==> config.mk <==
export PLATFORM = sky130hd
export DESIGN_NAME = rdma_engine
export DESIGN_NICKNAME = d
export VERILOG_FILES = /design/src/rtl/rdma_engine.sv
export SDC_FILE = /design/constraint.sdc
export NUM_CORES = 1
export LEC_CHECK = 0
export BUFFER_PORTS_ARGS = -buffer_cell sky130_fd_sc_hd__buf_2
export CORE_MARGIN = 2
export CORE_UTILIZATION = 56
export CTS_BUF_LIST = sky130_fd_sc_hd__clkbuf_4 sky130_fd_sc_hd__clkbuf_8 sky130_fd_sc_hd__clkbuf_16
export DETAILED_ROUTE_END_ITERATION = 8
export PLACE_DENSITY_LB_ADDON = 0.3
export SYNTH_ARGS = -nofsm -noshare
export SYNTH_HDL_FRONTEND = slang
export SYNTH_SLANG_ARGS = --single-unit
==> constraint.sdc <==
create_clock -name clk -period 3 [get_ports clk]
set_input_delay 0.15 -clock clk [delete_from_list [all_inputs] [get_ports clk]]
set_output_delay 0.15 -clock clk [all_outputs]
set_load 0.005 [all_outputs]
==> src/rtl/rdma_engine.sv <==
module rdma_engine (
  input  logic        clk,
  input  logic        rst_n,
  input  logic        reg_we,
  input  logic [2:0]  reg_addr,
  input  logic [7:0]  reg_wdata,
  output logic [7:0]  reg_rdata,
  input  logic        dp_rd,
  input  logic        dp_wr,
  input  logic [15:0] dp_wdata,
  output logic [15:0] dp_rdata,
  output logic        dp_ready,
  output logic [15:0] mem_addr,
  output logic        mem_rd,
  output logic        mem_wr,
  output logic [7:0]  mem_wdata,
  input  logic [7:0]  mem_rdata
);
  typedef enum logic [2:0] {S_WAIT, S_LO, S_HI, S_FIN, S_ACK} step_t;

  step_t       st;
  logic [15:0] ptr, cnt;
  logic        word, bigend, busy, done, dir;
  logic [7:0]  first_b;

  logic        cmd_wr, cmd_abort, cmd_start, req, mem_op;
  logic [15:0] stride, cnt_nx, rd_word;

  assign cmd_wr    = reg_we && reg_addr == 3'd4;
  assign cmd_abort = cmd_wr && reg_wdata[2];
  assign cmd_start = cmd_wr && !reg_wdata[2] && reg_wdata[1:0] != 2'b00;
  assign req       = busy && (dir ? dp_wr : dp_rd);

  assign stride = word ? 16'd2 : 16'd1;
  assign cnt_nx = (cnt > stride) ? cnt - stride : 16'd0;

  assign mem_op    = busy && (st == S_LO || st == S_HI);
  assign mem_rd    = mem_op && !dir;
  assign mem_wr    = mem_op && dir;
  assign mem_addr  = (st == S_HI) ? ptr + 16'd1 : ptr;
  assign mem_wdata = ((st == S_HI) ^ bigend) && word ? dp_wdata[15:8] : dp_wdata[7:0];

  assign rd_word = !word  ? {8'h00, mem_rdata} :
                   bigend ? {first_b, mem_rdata} : {mem_rdata, first_b};

  assign dp_ready = (st == S_ACK);

  always_comb begin
    case (reg_addr)
      3'd0:    reg_rdata = ptr[7:0];
      3'd1:    reg_rdata = ptr[15:8];
      3'd2:    reg_rdata = cnt[7:0];
      3'd3:    reg_rdata = cnt[15:8];
      3'd4:    reg_rdata = {5'b0, dir, busy, done};
      3'd5:    reg_rdata = {6'b0, bigend, word};
      default: reg_rdata = 8'h00;
    endcase
  end

  always_ff @(posedge clk) begin
    if (!rst_n) begin
      st <= S_WAIT;
      ptr <= '0;
      cnt <= '0;
      word <= 1'b0;
      bigend <= 1'b0;
      busy <= 1'b0;
      done <= 1'b0;
      dir <= 1'b0;
      first_b <= '0;
      dp_rdata <= '0;
    end else begin
      if (reg_we) begin
        case (reg_addr)
          3'd0: ptr[7:0]  <= reg_wdata;
          3'd1: ptr[15:8] <= reg_wdata;
          3'd2: cnt[7:0]  <= reg_wdata;
          3'd3: cnt[15:8] <= reg_wdata;
          3'd5: {bigend, word} <= reg_wdata[1:0];
          default: ;
        endcase
      end

      case (st)
        S_WAIT: if (req) st <= S_LO;
        S_LO:   st <= word ? S_HI : S_FIN;
        S_HI:   begin first_b <= mem_rdata; st <= S_FIN; end
        S_FIN: begin
          dp_rdata <= dir ? 16'h0000 : rd_word;
          ptr <= ptr + stride;
          cnt <= cnt_nx;
          if (cnt_nx == 16'd0) begin
            busy <= 1'b0;
            done <= 1'b1;
          end
          st <= S_ACK;
        end
        default: st <= S_WAIT;
      endcase

      if (cmd_start) begin
        dir  <= reg_wdata[1:0] == 2'b10;
        st   <= S_WAIT;
        busy <= (cnt != 16'd0);
        done <= (cnt == 16'd0);
      end
      if (cmd_abort) begin
        busy <= 1'b0;
        st   <= S_WAIT;
      end
    end
  end
endmodule


==> flow_metrics.py <==
metrics = {
    "setup_path": {
        "crit_type": "register to output pin",
        "end_kind": "output pin",
        "critPathMaxFanout": 10,
        "startpoint_type": "register",
        "required_ps": 2850,
        "critical_path_arrival_ps": 2410,
        "reg2reg_slack_ps": 490,
    },
    "clock_tree": {
        "cts_setup_buffers": 0,
        "cts_resized": 0,
        "clkTransAtPathRegs_ps": 80,
        "clock-sinks": 64,
        "clockBufferDepth": 2,
        "insertion_delay_ps": 340,
        "root_buffer": "clkbuf_8",
        "cts_buffers": 9,
        "cts_hold_buf": 0,
        "htree_levels": 3,
        "cts_tree": "done",
    },
    "place": {
        "globalplace.congestion": 1.01,
        "place_ws_ps": 561,
        "io_buffers": 90,
        "hpwl_um": 9690,
    },
    "grt": {
        "gr-total-overflow": 0,
        "grt.met3_usage": 0.0500,
        "grt.busiest_layer": "met2",
        "grt_pass1_wl_um": 21000,
        "met1_usage": 0.404,
        "use_met2": 0.508,
        "grt_usage": 0.308,
        "grt_pass1_vias": 4152,
        "grt_max_degree": 38,
        "antenna_found_initial": 0,
    },
    "timing": {
        "maxSlewViolCount": 0,
        "setup_viol": 0,
        "hold_viol_final": 0,
        "max_slew_margin": 0.485,
        "rsz0062_at_grt": "false",
        "max_freq_mhz": 391,
        "fin_setup_tns_ps": 0,
        "finalCritPeriodShare": 0.853,
        "worst_slack_ps": 442,
        "tightest_slew_ps": 769,
        "skew_ps": 12.8,
        "layout_min_cycle_time_ps": 2560,
    },
    "floorplanning": {
        "ioPinCount": 91,
        "core_area_um2": 7690,
        "die_area_um2": 8650,
        "num_rows": 32,
        "die_w_um": 93.0,
        "die-height_um": 93.0,
        "initial_core_util": 0.577,
    },
    "power": {
        "sw_frac_of_total": 0.303,
        "seqPwrFrac": 0.449,
        "p_leak_nw": 2.10,
        "power_mw": 2.03,
        "p_clk_frac": 0.381,
        "internal-power_mw": 1.42,
        "vdd_drop_max_uv": 347,
        "power.density_nw_per_um2": 403,
        "switching_power_uw": 616,
        "combPwrFrac": 0.170,
    },
    "drt": {
        "drt-initial-drc-count": 315,
        "vias": 4428,
        "drtPass1Iterations": 5,
        "wl_per_cell_um": 18.3,
        "postRouteAntennaNets": 0,
        "drc": 0,
        "routed_wl_um": 13100,
        "via_per_inst": 6.18,
    },
    "run_status": {
        "status": "completed",
    },
    "finish": {
        "syn_to_final_growth_pct": 13.7,
        "layout-drive-gt1-share": 0.252,
        "nets": 657,
        "fill_cells": 700,
        "diodes": 0,
    },
    "logic_synthesis": {
        "syn_nets": 592,
        "synth.avg_cell_area_um2": 8.14,
        "ys_top_cells_by_area": "dfxtp_1 29%, nor2_1 6.7%, mux2_2 5.3%, mux2i_1 4.5%, nand2_1 3.7%",
        "ys_types": 68,
        "synth-seq-cells": 64,
        "yosysSeqAreaShare": 0.289,
        "ys.flop_type": "dfxtp_1",
        "synthArstFlopShare": 0,
        "synthMostInstantiatedCell": "nor2_1",
        "syn_inst": 545,
        "yosysWarnings": 0,
        "syn_area_um2": 4440,
        "synth_edf_count": 0,
        "netlist_top_cells_count": "79 x nor2_1, 64 x dfxtp_1, 44 x nand2_1, 31 x a21oi_1, 24 x nor3_1",
        "yosys.area.top_type": "dfxtp_1",
        "synth_top_area_share": 0.289,
    },
    "job": {
        "drv_cap": 0,
    },
    "min_path": {
        "hp-class": "input pin to register",
    },
}
## cell usage in the layout (no fill, tap or decap), types with 10 or more instances in the layout
cell	instances
a22oi_1	12
dfxtp_1	64
nand2_1	44
a21oi_1	31
o22ai_1	11
and2_1	10
mux2i_1	20
xor2_1	11
nor3_1	24
nand4_1	11
buf_2	90
mux2_2	21
xnor2_1	15
nor2b_1	10
nor2_1	79
o21ai_0	15
## kinds of logic (layout without fill, tap and decap cells)
group	Yosys count	count (layout)	synth area share
compound gates	120	120	0.182
xor+xnor	26	26	0.0513
fa+ha+maj	7	7	0.0231
buf+inv	53	123	0.0598
flops	64	64	0.289
mux	46	46	0.125
simple gates	229	229	0.271
## state kept, by name, summed over array words and instances, names as in the netlist
| signal | cells |
|---|---|
| ptr | 16 |
| first_b | 8 |
| dp_rdata | 16 |
| bigend | 1 |
| st | 3 |
| cnt | 16 |
| word | 1 |
| done | 1 |
| dir | 1 |
| busy | 1 |
## worst max-delay path: stages, from the launching register on
cell and delay [ps]:
dfxtp_1 470, or3b_1 580, xnor2_1 200, nand2_1 300, mux2_2 390, buf_2 130
## routing by layer
layer,vias up,wire length (um)
li1,2111,-
met1,2085,5480
met2,200,6350
met3,32,983
met4,0,303
met5,-,0
## cell type report
| class | count | area, um2 | share of cell area |
|---|---|---|---|
| timing repair buffer | 97 | 503 | 0.0997 |
| sequential | 64 | 1280 | 0.254 |
| inverter | 10 | 37.5 | 0.00744 |
| multi-input combinational | 428 | 2890 | 0.573 |
| tap | 102 | 128 | 0.0253 |
| clock inverter | 7 | 80.1 | 0.0159 |
| clock buffer | 9 | 124 | 0.0246 |
## metrics by stage
stage | utilization | instances | cell area [um2] | hold WS (ps)
2_1_floorplan | - | 545 | 4440 | 286
3_3_place_gp | 0.630 | 701 | 4840 | 408
3_5_place_dp | 0.630 | 701 | 4840 | 419
4_1_cts | 0.656 | 717 | 5040 | 46.8
5_1_grt | 0.656 | 717 | 5040 | 62.3
6_report | 0.656 | 717 | 5040 | 60.1
## path summary, 6_finish.rpt
check | cells after the start | startpoint | end
worst max-delay path | 5 | st[1] | mem_wdata[4]
worst min register to register | 2 | first_b[4] | first_b[4]
worst max register to register | 9 | word | done
worst min-delay path | 3 | mem_rdata[0] | first_b[0]
## power by group through the flow
stage	sequential [mW]	clock (mW)	combinational [mW]
detailed placement	0.931	0	0.339
global placement	0.929	0	0.334
floorplan	0.909	0	0.260
global route	0.915	0.818	0.380
finish	0.912	0.775	0.344
CTS	0.911	0.787	0.341
Note: power is estimated with default switching activity, not from simulation.
